===== src/rtl/mrx_pkg.sv =====
package mrx_pkg;
  typedef struct packed {
    logic lvl;     // synchronized line level
    logic rise;    // low-to-high this cycle
    logic toggle;  // any change this cycle
  } line_evt_t;
endpackage


===== src/rtl/mrx_line_sync.sv =====
module mrx_line_sync
  import mrx_pkg::*;
#(
  parameter int SYNC_STAGES = 2
) (
  input  logic      clk_i,
  input  logic      rst_ni,
  input  logic      line_i,
  output line_evt_t evt_o
);
  logic [SYNC_STAGES-1:0] sync_q;
  logic                   last_q;

  for (genvar g = 0; g < SYNC_STAGES; g++) begin : g_stage
    if (g == 0) begin : g_first
      always_ff @(posedge clk_i or negedge rst_ni)
        if (!rst_ni) sync_q[g] <= 1'b0;
        else         sync_q[g] <= line_i;
    end else begin : g_next
      always_ff @(posedge clk_i or negedge rst_ni)
        if (!rst_ni) sync_q[g] <= 1'b0;
        else         sync_q[g] <= sync_q[g-1];
    end
  end

  always_ff @(posedge clk_i or negedge rst_ni)
    if (!rst_ni) last_q <= 1'b0;
    else         last_q <= sync_q[SYNC_STAGES-1];

  always_comb begin
    evt_o.lvl    = sync_q[SYNC_STAGES-1];
    evt_o.rise   = sync_q[SYNC_STAGES-1] & ~last_q;
    evt_o.toggle = sync_q[SYNC_STAGES-1] ^ last_q;
  end
endmodule


===== src/rtl/mrx_bit_timer.sv =====
module mrx_bit_timer
  import mrx_pkg::*;
#(
  parameter int BIT_CLKS     = 16,
  parameter int TIMEOUT_BITS = 2
) (
  input  logic                        clk_i,
  input  logic                        rst_ni,
  input  line_evt_t                   evt_i,
  output logic                        active_o,
  output logic [$clog2(BIT_CLKS)-1:0] pos_o
);
  localparam int CNT_W = $clog2(BIT_CLKS);
  localparam int TO_CLKS = TIMEOUT_BITS * BIT_CLKS;
  localparam int TO_W = $clog2(TO_CLKS + 1);
  localparam logic [CNT_W-1:0] LAST_POS = CNT_W'(BIT_CLKS - 1);
  localparam logic [CNT_W-1:0] ONE_POS  = CNT_W'(1);
  localparam logic [TO_W-1:0]  TO_LAST  = TO_W'(TO_CLKS - 1);

  logic [TO_W-1:0] quiet_q;

  always_ff @(posedge clk_i or negedge rst_ni) begin
    if (!rst_ni) begin
      active_o <= 1'b0;
      pos_o    <= '0;
      quiet_q  <= '0;
    end else if (!active_o) begin
      quiet_q <= '0;
      if (evt_i.rise) begin
        // edge cycle is position 0 of the first bit
        active_o <= 1'b1;
        pos_o    <= ONE_POS;
      end else begin
        pos_o <= '0;
      end
    end else begin
      pos_o <= (pos_o == LAST_POS) ? '0 : pos_o + ONE_POS;
      if (evt_i.toggle) begin
        quiet_q <= '0;
      end else if (quiet_q == TO_LAST) begin
        active_o <= 1'b0;
        quiet_q  <= '0;
      end else begin
        quiet_q <= quiet_q + TO_W'(1);
      end
    end
  end
endmodule


===== src/rtl/mrx_slicer.sv =====
module mrx_slicer
  import mrx_pkg::*;
#(
  parameter int BIT_CLKS = 16
) (
  input  logic                        clk_i,
  input  logic                        rst_ni,
  input  line_evt_t                   evt_i,
  input  logic                        active_i,
  input  logic [$clog2(BIT_CLKS)-1:0] pos_i,
  output logic                        bit_o,
  output logic                        valid_o
);
  localparam int CNT_W = $clog2(BIT_CLKS);
  localparam logic [CNT_W-1:0] HALF_POS   = CNT_W'(BIT_CLKS / 2);
  localparam logic [CNT_W-1:0] WIN_LO     = CNT_W'(BIT_CLKS / 4);
  localparam logic [CNT_W-1:0] SAMPLE_POS = CNT_W'((3 * BIT_CLKS) / 4);

  logic syn_clk, decoded, in_win, mid_seen_q;

  always_comb begin
    syn_clk = (pos_i < HALF_POS);
    decoded = evt_i.lvl ^ syn_clk;
    in_win  = (pos_i >= WIN_LO) && (pos_i < SAMPLE_POS);
  end

  always_ff @(posedge clk_i or negedge rst_ni) begin
    if (!rst_ni) begin
      bit_o      <= 1'b0;
      valid_o    <= 1'b0;
      mid_seen_q <= 1'b0;
    end else begin
      valid_o <= 1'b0;
      if (!active_i) begin
        mid_seen_q <= 1'b0;
      end else if (pos_i == SAMPLE_POS) begin
        // emit only if the mandatory mid-bit transition was seen
        if (mid_seen_q) begin
          bit_o   <= decoded;
          valid_o <= 1'b1;
        end
        mid_seen_q <= 1'b0;
      end else if (in_win && evt_i.toggle) begin
        mid_seen_q <= 1'b1;
      end
    end
  end
endmodule


===== src/rtl/manchester_rx.sv =====
module manchester_rx
  import mrx_pkg::*;
#(
  parameter int BIT_CLKS     = 16,
  parameter int TIMEOUT_BITS = 2,
  parameter int SYNC_STAGES  = 2
) (
  input  logic clk_i,
  input  logic rst_ni,
  input  logic line_i,
  output logic bit_o,
  output logic bit_valid_o,
  output logic burst_active_o
);
  localparam int CNT_W = $clog2(BIT_CLKS);

  line_evt_t        line_evt;
  logic [CNT_W-1:0] bit_pos;

  mrx_line_sync #(.SYNC_STAGES(SYNC_STAGES)) u_sync (
    .clk_i (clk_i),
    .rst_ni(rst_ni),
    .line_i(line_i),
    .evt_o (line_evt)
  );

  mrx_bit_timer #(.BIT_CLKS(BIT_CLKS), .TIMEOUT_BITS(TIMEOUT_BITS)) u_timer (
    .clk_i   (clk_i),
    .rst_ni  (rst_ni),
    .evt_i   (line_evt),
    .active_o(burst_active_o),
    .pos_o   (bit_pos)
  );

  mrx_slicer #(.BIT_CLKS(BIT_CLKS)) u_slicer (
    .clk_i   (clk_i),
    .rst_ni  (rst_ni),
    .evt_i   (line_evt),
    .active_i(burst_active_o),
    .pos_i   (bit_pos),
    .bit_o   (bit_o),
    .valid_o (bit_valid_o)
  );
endmodule


===== config.mk =====
export PLATFORM = sky130hd
export DESIGN_NAME = manchester_rx
export DESIGN_NICKNAME = d
export VERILOG_FILES = /design/src/rtl/mrx_pkg.sv /design/src/rtl/mrx_line_sync.sv /design/src/rtl/mrx_bit_timer.sv /design/src/rtl/mrx_slicer.sv /design/src/rtl/manchester_rx.sv
export SDC_FILE = /design/constraint.sdc
export NUM_CORES = 1
export LEC_CHECK = 0
export ABC_AREA = 1
export BUFFER_PORTS_ARGS = -buffer_cell sky130_fd_sc_hd__buf_2
export CORE_MARGIN = 2
export CORE_UTILIZATION = 50
export DETAILED_ROUTE_END_ITERATION = 12
export GPL_ROUTABILITY_DRIVEN = 0
export PLACE_DENSITY = 0.72
export REMOVE_ABC_BUFFERS = 1
export SLEW_MARGIN = 30
export SYNTH_ARGS = -nofsm -noshare
export SYNTH_HDL_FRONTEND = slang
export SYNTH_HIERARCHICAL = 1
export SYNTH_SLANG_ARGS = --single-unit

===== constraint.sdc =====
create_clock -name clk_i -period 1.06 [get_ports clk_i]
set_input_delay 0.106 -clock clk_i [delete_from_list [all_inputs] [get_ports clk_i]]
set_output_delay 0.106 -clock clk_i [all_outputs]
set_load 0.05 [all_outputs]

# Word level (Yosys, flattened, before mapping)
# Cells that the tools add are included.
dict set report op_classes {
  add_sub_neg 2
  magnitude_cmp 3
  n_reduce_logical 3
  eq_ne 4
  bitwise 4
  muxes 16
}
# op count
set ops {}
lappend ops {{6-bit 2-to-1 mux} 3}
lappend ops {{1-bit 2-to-1 mux} 11}
lappend ops {{4-bit == test, second input constant} 2}
lappend ops {{4-bit less-than comparator, second input constant} 2}
lappend ops {{4-bit 2-to-1 mux} 2}
lappend ops {{6-bit by 1-bit adder with 6-bit output, second input constant} 1}
lappend ops {{6-bit by 5-bit == test with 1-bit output, second input constant} 1}
lappend ops {{4-bit by 1-bit adder with 4-bit output, second input constant} 1}
lappend ops {{4-bit by 3-bit greater-or-equal comparator with 1-bit output, second input constant} 1}
lappend ops {{3-bit by 1-bit inequality test with 1-bit output, second input constant} 1}
lappend ops {{3-bit AND reduction} 1}
lappend ops {{1-bit logical AND} 2}
lappend ops {{1-bit XOR} 2}
lappend ops {{1-bit AND} 1}
lappend ops {{1-bit NOT} 1}
dict set report word_totals {
  in_bits 3
  output_inout_bits 3
  ff_bits 17
}

# Longest topological paths before layout
# Gate-level depths: netlist of the first run.
dict set report depth {
  ltp_word 6
  depth_mapped 7
}

# Cells and area by module
# The synthesis of the first run kept the hierarchy.
# module area_per_inst_um2 seq_area_each_um2 cells_per_inst n_inst
set modules_own_cells {}
lappend modules_own_cells {mrx_bit_timer 511.7 275.3 57 1}
lappend modules_own_cells {mrx_slicer 168.9 75.1 23 1}
lappend modules_own_cells {mrx_line_sync 102.6 75.1 7 1}

# Least setup slack after synthesis of the first run
# Ideal clock, no wire load.
dict set report synth_timing {
  kind {reg-to-reg}
  startpoint {register u_timer.active_o}
  endpoint {register u_timer.active_o}
  setup_time_ns 0.113
  setup_slack_ns -0.134
  arrival_time_ns 1.081
  required_ns 0.947
  path_stages_with_launch 6
  synth_period_minus_slack_ns 1.194
  cell_sequence {dfrtp_1 -> inv_2 -> nor2_4 -> nand4_1 -> nand2_1 -> inv_1}
}
dict set report synth_via {
  elab_chain_len 1
}
# item line_no
set synth_rtl {}
lappend synth_rtl {{start, declared} mrx_bit_timer.sv:10} ;# output logic active_o,
lappend synth_rtl {{start signal, assigned} mrx_bit_timer.sv:24} ;# active_o <= 1'b0;
lappend synth_rtl {{start signal, assigned} mrx_bit_timer.sv:31} ;# active_o <= 1'b1;
lappend synth_rtl {{start signal, assigned} mrx_bit_timer.sv:41} ;# active_o <= 1'b0;
lappend synth_rtl {{1-bit 2-to-1 mux} mrx_bit_timer.sv:27} ;# end else if (!active_o) begin
# No other way between the ends.
# A chain may end at the register's enable or synchronous reset.

==> impl_metrics.csv, run 1 <==
group,metric,value,unit
placed_design,hpwl,881.1,um
final_layout,stdcell_count,121,
logic_synthesis,netlist_top_cells_area,"sky130_fd_sc_hd__dfrtp_1 (54%), sky130_fd_sc_hd__inv_1 (8.1%), sky130_fd_sc_hd__nand2_1 (7.7%), sky130_fd_sc_hd__ha_1 (6.4%), sky130_fd_sc_hd__nor2_1 (4.3%)",
logic_synthesis,post_synth.cell_area_avg,9.003,um^2
critical_path,timing.reg2reg.worst_path_depth,6,
timing,fin_worst_skew,8.777,ps
critical_path,rrSetupSlack,-50,ps
final_layout,n_fill_cell,118,
timing,post-route-min-period,1113,ps
grt,number_of_global_route_vias_before_repair,558,
logic_synthesis,edff_count_synth,0,
timing,max_freq,0.8988,GHz
detailed_routing,detailroute.via_count,578,
logic_synthesis,synth.top_cell.area_share,0.5431,
worst_hold_path,timing.hold.worst.class,"in2async",
final_layout,insertedDiodeCount,0,
die,die_height,43.58,um
die,core_area,1489,um^2
status,result_of_the_run,"finished with violations",
timing,timing.max_slew.rel_slack,0.7493,
clock_tree,tritoncts_num_sinks,17,
timing,finalCritPeriodShare,1.050,
logic_synthesis,ys_seq_elements,17,
timing,rsz0062_at_grt,"true",
detailed_routing,post-route-drc-count,0,
grt,grt_first_pass_wirelength,2.290,mm
grt,number_of_antenna_violations_at_the_first_check_in_global_routing,0,
die,ioPinCount,6,
final_layout,area_delta_synth_final,23.64,%
critical_path,worst_setup_path_end_kind,"flop",
clock_tree,tritoncts_clock_tree,"done",
timing,setup_violations,6,
critical_path,r2r-end,"u_timer/active_o$_DFF_PN0_",
clock_tree,maximum_buffer_depth_of_the_clock_tree,2,
placed_design,place_ws,-93.82,ps
logic_synthesis,synth.cell_area,783.3,um^2
timing,fin_ws,-52.62,ps
clock_tree,tritoncts.num_buffers,3,
detailed_routing,dr.first_iter.drc_count,16,
detailed_routing,post_drt_wl_per_cell,10.55,um
timing,fin_max_slew_vios,0,
critical_path,cp_max_fo,4,
final_layout,multiInputGateArea,310.3,um^2
die,initial_core_utilization,0.5261,
logic_synthesis,cells_after_synthesis,87,
critical_path,cp.required,1250,ps
clock_tree,clkSlewWorstSetupHoldPaths,100,ps
logic_synthesis,asyncSetResetFlopFracSynth,1.000,
logic_synthesis,synth-seq-area-share,0.5431,
logic_synthesis,yosysWarnings,6,
grt,gr_usage_total,0.1674,
logic_synthesis,yosys_most_used_dff,"sky130_fd_sc_hd__dfrtp_1",
status,violations,"negative setup slack",
final_layout,layout.cell_area.non_filler,968.4,um^2
run,drv_cap,0,
power,ir_drop,1.248,mV
die,chipWidth,43.58,um
logic_synthesis,yosysTopAreaCell,"sky130_fd_sc_hd__dfrtp_1",
placed_design,portBuffers,5,
clock_tree,root_buffer,"sky130_fd_sc_hd__clkbuf_4",
die,floorplan.die_area,1899,um^2
final_layout,final_layout_size_suffix_gt1_frac,0.2857,
timing,final-hold-violation-count,0,
placed_design,placed_cell_area,865.8,um^2
detailed_routing,final_ant_viol_nets,0,
detailed_routing,routed_via_density,4.777,
placed_design,numPlacedInstances,113,
clock_tree,cts-htree-levels,1,
grt,grt_start_max_net_pins,18,
detailed_routing,detail_route.first_pass.iterations,4,
critical_path,startpoint_type,"flop",
critical_path,critical_path.reg2reg.startpoint,"u_sync/evt_o[2]$_DFF_PN0_",
final_layout,area.sequential,426.7,um^2
final_layout,finish.net_count,113,
clock_tree,clk-insertion-delay-late,290,ps
die,placement_rows,14,
critical_path,critical_path_arrival,1310,ps
logic_synthesis,synthDistinctLibCells,20,
grt,grt-ovfl-total,0,
critical_path,timing.setup.critical_path_class,"reg2reg",
timing,worstMarginPinSlew,376.0,ps
detailed_routing,wl,1.276,mm
power,total_leakage_power,0.5021,nW
power,cellPowerDensity,1911,nW/um^2
logic_synthesis,netlist_top_cells_count,"sky130_fd_sc_hd__dfrtp_1 (17), sky130_fd_sc_hd__inv_1 (17), sky130_fd_sc_hd__nand2_1 (16)",
[flip-flops by register name, summed over array words and instances, names as in the netlist]
signal               flops
u_timer/quiet_q          6
u_timer/pos_o            4
u_slicer/bit_o           1
u_slicer/mid_seen_q      1
u_slicer/valid_o         1
u_sync/evt_o             1
u_sync/last_q            1
u_sync/sync_q            1
u_timer/active_o         1
[cell families (layout without fill, tap and decap cells)]
group           after synthesis  after routing  synth area share
compound gates               10             10           0.07028
xor+xnor                      1              1           0.01118
fa+ha+maj                     4              4           0.06390
buf+inv                      19             37           0.09584
flops                        17             17            0.5431
simple gates                 36             36            0.2157
[critical path, stage by stage, from the launching register on]
cell and delay [ps]:
sky130_fd_sc_hd__dfrtp_1 420, sky130_fd_sc_hd__ha_4 280, sky130_fd_sc_hd__inv_2 40, sky130_fd_sc_hd__nor2_4 110, sky130_fd_sc_hd__nand4_1 90, sky130_fd_sc_hd__nand2_1 60
sky130_fd_sc_hd__inv_1 30
[how the worst max path moves through the flow]
stage                               start                          to  cells after the start
5_1_grt         u_sync/evt_o[2]$_DFF_PN0_  u_timer/active_o$_DFF_PN0_                      6
3_5_place_dp    u_sync/evt_o[2]$_DFF_PN0_  u_timer/active_o$_DFF_PN0_                      6
2_1_floorplan  u_timer/active_o$_DFF_PN0_  u_timer/active_o$_DFF_PN0_                      5
4_1_cts         u_sync/evt_o[2]$_DFF_PN0_  u_timer/active_o$_DFF_PN0_                      6
6_report        u_sync/evt_o[2]$_DFF_PN0_  u_timer/active_o$_DFF_PN0_                      6
3_3_place_gp    u_sync/evt_o[2]$_DFF_PN0_  u_timer/active_o$_DFF_PN0_                      6
[cell usage in the layout, fill, tap and decap left out, types with 2 or more instances in the layout]
cell type                       count
sky130_fd_sc_hd__clkbuf_4           4
sky130_fd_sc_hd__nor2_1             8
sky130_fd_sc_hd__nand3_1            4
sky130_fd_sc_hd__inv_2              3
sky130_fd_sc_hd__o21ai_1            2
sky130_fd_sc_hd__nand2_2            2
sky130_fd_sc_hd__inv_1             15
sky130_fd_sc_hd__buf_4              8
sky130_fd_sc_hd__o21ai_0            2
sky130_fd_sc_hd__ha_2               2
sky130_fd_sc_hd__dfrtp_1           16
sky130_fd_sc_hd__a21oi_1            4
sky130_fd_sc_hd__nand2_1           15
sky130_fd_sc_hd__buf_2              3
sky130_fd_sc_hd__dlygate4sd3_1      2
sky130_fd_sc_hd__nand3_2            2
[final cells by class]
type / instances / area share
Clock buffer: 4 / 0.02713
Multi-Input combinational cell: 51 / 0.3204
Tap cell: 16 / 0.02067
Inverter: 18 / 0.06977
Sequential cell: 17 / 0.4406
Timing Repair Buffer: 15 / 0.1214
[layer usage]
| layer | wire length (um) | vias up | global-route usage | part of all wire |
|---|---|---|---|---|
| met5 | 0 | - | 0 | 0 |
| met4 | 0 | 0 | 0.07273 | 0 |
| met3 | 36 | 0 | 0.06250 | 0.028 |
| met2 | 584 | 9 | 0.2382 | 0.46 |
| met1 | 655 | 267 | 0.2289 | 0.51 |
| li1 | - | 302 | - | - |
[what timing repair did]
item	in CTS	in global routing
setup endpoints to repair	8	14
setup buffers	1	1
gates resized for setup	5	9
hold endpoints to repair	18	0
hold buffers	2	0
pin swaps	5	1
[metrics by stage]
step	hold slack [ps]	util	power, W	setup TNS, ps
final	258.2	0.6504	0.001851	-144.9
after global routing	291.6	0.6504	0.002021	-726.2
after CTS	264.2	0.6218	0.001832	-240.2
after detailed placement	45.53	0.5815	0.001483	-338.1
after global placement	41.63	0.5815	0.001470	-145.5
after floorplan	-189.6	-	0.001277	-790.5
[where the power goes]
part	internal (W)	switching (W)	leakage (nW)
clock network	0.000146	0.000190	0.0150
logic	0.000271	0.000363	0.279
registers	0.000781	0.0000986	0.208
total	0.00120	0.000652	0.502
No activity file was read; power rests on OpenSTA's default activity.
==> inputs of run 2 (changes only) <==
- SKIP_CTS_REPAIR_TIMING: unset -> 1
- clock period: 1.06 -> 1 ns (I/O delays scaled with it)
==> run 2 against run 1 <==
The run still ends with negative setup slack left. Combinational power grew 29%. Global-route usage grew 0.42 points. Critical path depth is the same. Die area is the same. Register-to-register slack lost 110 ps. Cell area grew 5.9%. Power grew 15%. Clock skew grew 1.8 ps. Utilization grew 3.9 points. Sequential share of layout area shrank 2.3 points.
==> impl_metrics.csv, run 2 (synthesized netlist as in run 1, its figures left out) <==
group,metric,value,unit
status,result_of_the_run,"finished with violations",
status,violations,"negative setup slack",
grt,grt_first_pass_wirelength,2.359,mm
clock_tree,clk-insertion-delay-late,290,ps
placed_design,portBuffers,5,
power,power_switching,0.0007809,W
power,p_total,0.002135,W
critical_path,cp_max_fo,4,
timing,fin_worst_skew,10.60,ps
detailed_routing,detail_route.first_pass.iterations,4,
power,cellPowerDensity,2081,nW/um^2
power,power_frac_seq,0.448,
timing,fin_max_slew_vios,0,
die,ioPinCount,6,
die,placement_rows,14,
power,ir_drop,1.462,mV
die,chipWidth,43.58,um
detailed_routing,final_ant_viol_nets,0,
die,floorplan.die_area,1899,um^2
critical_path,r2r-end,"u_timer/active_o$_DFF_PN0_",
grt,number_of_antenna_violations_at_the_first_check_in_global_routing,0,
clock_tree,cts-htree-levels,1,
power,p_int,0.001354,W
grt,grt-ovfl-total,0,
timing,final.setup.tns,-730.7,ps
clock_tree,clkSlewWorstSetupHoldPaths,100,ps
detailed_routing,wl,1.497,mm
critical_path,startpoint_type,"flop",
power,netSwitchingFraction,0.3657,
worst_hold_path,timing.hold.worst.class,"in2async",
grt,number_of_global_route_vias_before_repair,575,
die,initial_core_utilization,0.5261,
critical_path,timing.setup.critical_path_class,"reg2reg",
power,total_leakage_power,0.5186,nW
critical_path,rrSetupSlack,-160,ps
detailed_routing,routed_via_density,5.008,
final_layout,largest_register_ffs,6,
critical_path,cp.required,1180,ps
power,comb_power_share,0.384,
clock_tree,tritoncts_clock_tree,"done",
timing,final-hold-violation-count,0,
final_layout,largest-register,"u_timer/quiet_q",
final_layout,final_layout_size_suffix_gt1_frac,0.4167,
timing,worstMarginPinSlew,359.1,ps
detailed_routing,post-route-drc-count,0,
die,die_height,43.58,um
power,share_clk_of_total_power,0.168,
timing,fin_ws,-161.1,ps
detailed_routing,dr.first_iter.drc_count,12,
clock_tree,maximum_buffer_depth_of_the_clock_tree,2,
final_layout,most_common_cell_after_layout_fill_and_taps_aside,"sky130_fd_sc_hd__dfrtp_1",
run,drv_cap,0,
final_layout,n_fill_cell,111,
critical_path,worst_setup_path_end_kind,"flop",
grt,grt_start_max_net_pins,18,
final_layout,largest_regs,"u_timer/quiet_q x6, u_timer/pos_o x4",
timing,max_freq,0.8613,GHz
clock_tree,root_buffer,"sky130_fd_sc_hd__clkbuf_4",
placed_design,hpwl,977.8,um
die,core_area,1489,um^2
critical_path,critical_path_arrival,1340,ps
grt,gr_usage_total,0.1716,
timing,post-route-min-period,1161,ps
clock_tree,tritoncts_num_sinks,17,
final_layout,layout_common_cells,"sky130_fd_sc_hd__dfrtp_1 (15), sky130_fd_sc_hd__nand2_1 (14), sky130_fd_sc_hd__inv_1 (13), sky130_fd_sc_hd__buf_4 (9)",
placed_design,place_ws,-178.4,ps
timing,rsz0062_at_grt,"true",
detailed_routing,detailroute.via_count,621,
detailed_routing,post_drt_wl_per_cell,12.07,um
timing,setup_violations,11,
timing,timing.max_slew.rel_slack,0.7606,
critical_path,timing.reg2reg.worst_path_depth,6,
final_layout,area_delta_synth_final,30.99,%
clock_tree,tritoncts.num_buffers,3,
timing,finalHoldWorstSlack,236.2,ps
critical_path,critical_path.reg2reg.startpoint,"u_sync/evt_o[2]$_DFF_PN0_",
timing,finalCritPeriodShare,1.161,
final_layout,insertedDiodeCount,0,
final_layout,finish.net_count,116,
## run 2: cell types whose count changed in the layout (fill, tap and decap cells not counted), moves of 2 or more
cell | before | now
sky130_fd_sc_hd__nor2_2 | 1 | 4
sky130_fd_sc_hd__inv_1 | 15 | 13
sky130_fd_sc_hd__buf_6 | 0 | 4
sky130_fd_sc_hd__o21ai_2 | 0 | 2
sky130_fd_sc_hd__o21ai_0 | 2 | 0
sky130_fd_sc_hd__nor2_1 | 8 | 5
sky130_fd_sc_hd__inv_2 | 3 | 5
## run 2: power by group through the flow
stage	Combinational [W]	Clock, W	Sequential, W
after CTS	0.000635	0.000370	0.000932
final	0.000820	0.000360	0.000956
after floorplan	0.000321	0	0.00103
after global placement	0.000623	0	0.000935
after global routing	0.000924	0.000389	0.000972
after detailed placement	0.000632	0	0.000944
## run 2: worst max-delay path: stages (launching register included)
cell and delay, ps:
sky130_fd_sc_hd__dfrtp_1 420, sky130_fd_sc_hd__ha_4 280, sky130_fd_sc_hd__inv_2 40, sky130_fd_sc_hd__nor2_4 110
sky130_fd_sc_hd__nand4_1 110, sky130_fd_sc_hd__nand2_1 80, sky130_fd_sc_hd__inv_1 40
## run 2: area by class of cell
class	instances	area [um^2]	share of cell area
multi-input cells	51	336.6	0.3281
flip-flops and latches	17	427.9	0.4171
clock buffers	4	26.28	0.02561
inverters	18	67.56	0.06585
well taps	16	20.02	0.01951
repair buffers	18	147.6	0.1439
## run 2: per-stage QoR
step / instance area (um^2) / std cells / utilization
3_3_place_gp: 873.3 / 114 / 0.5866
2_1_floorplan: 775.7 / 86 / -
5_1_grt: 1026 / 124 / 0.6891
4_1_cts: 899.6 / 118 / 0.6042
6_report: 1026 / 124 / 0.6891
3_5_place_dp: 873.3 / 114 / 0.5866
## run 2: routing by layer
layer	up-vias	wire length [um]	global-route usage	part of all wire
met4	0	12	0.07273	0.0080
met5	-	0	0	0
li1	310	-	-	-
met1	296	684	0.2228	0.46
met2	13	756	0.2765	0.51
met3	2	44	0.03750	0.029
## run 2: worst max-delay path by stage
| stage | start | endpoint | slack [ps] | cells past startpoint |
|---|---|---|---|---|
| final | u_sync/evt_o[2]$_DFF_PN0_ | u_timer/active_o$_DFF_PN0_ | -160 | 6 |
| after detailed placement | u_sync/evt_o[2]$_DFF_PN0_ | u_timer/active_o$_DFF_PN0_ | -180 | 6 |
| after floorplan | u_timer/active_o$_DFF_PN0_ | u_timer/active_o$_DFF_PN0_ | -190 | 5 |
| after global routing | u_sync/evt_o[2]$_DFF_PN0_ | u_timer/active_o$_DFF_PN0_ | -230 | 6 |
| after CTS | u_timer/active_o$_DFF_PN0_ | burst_active_o | -200 | 1 |
| after global placement | u_sync/evt_o[2]$_DFF_PN0_ | u_timer/active_o$_DFF_PN0_ | -120 | 6 |
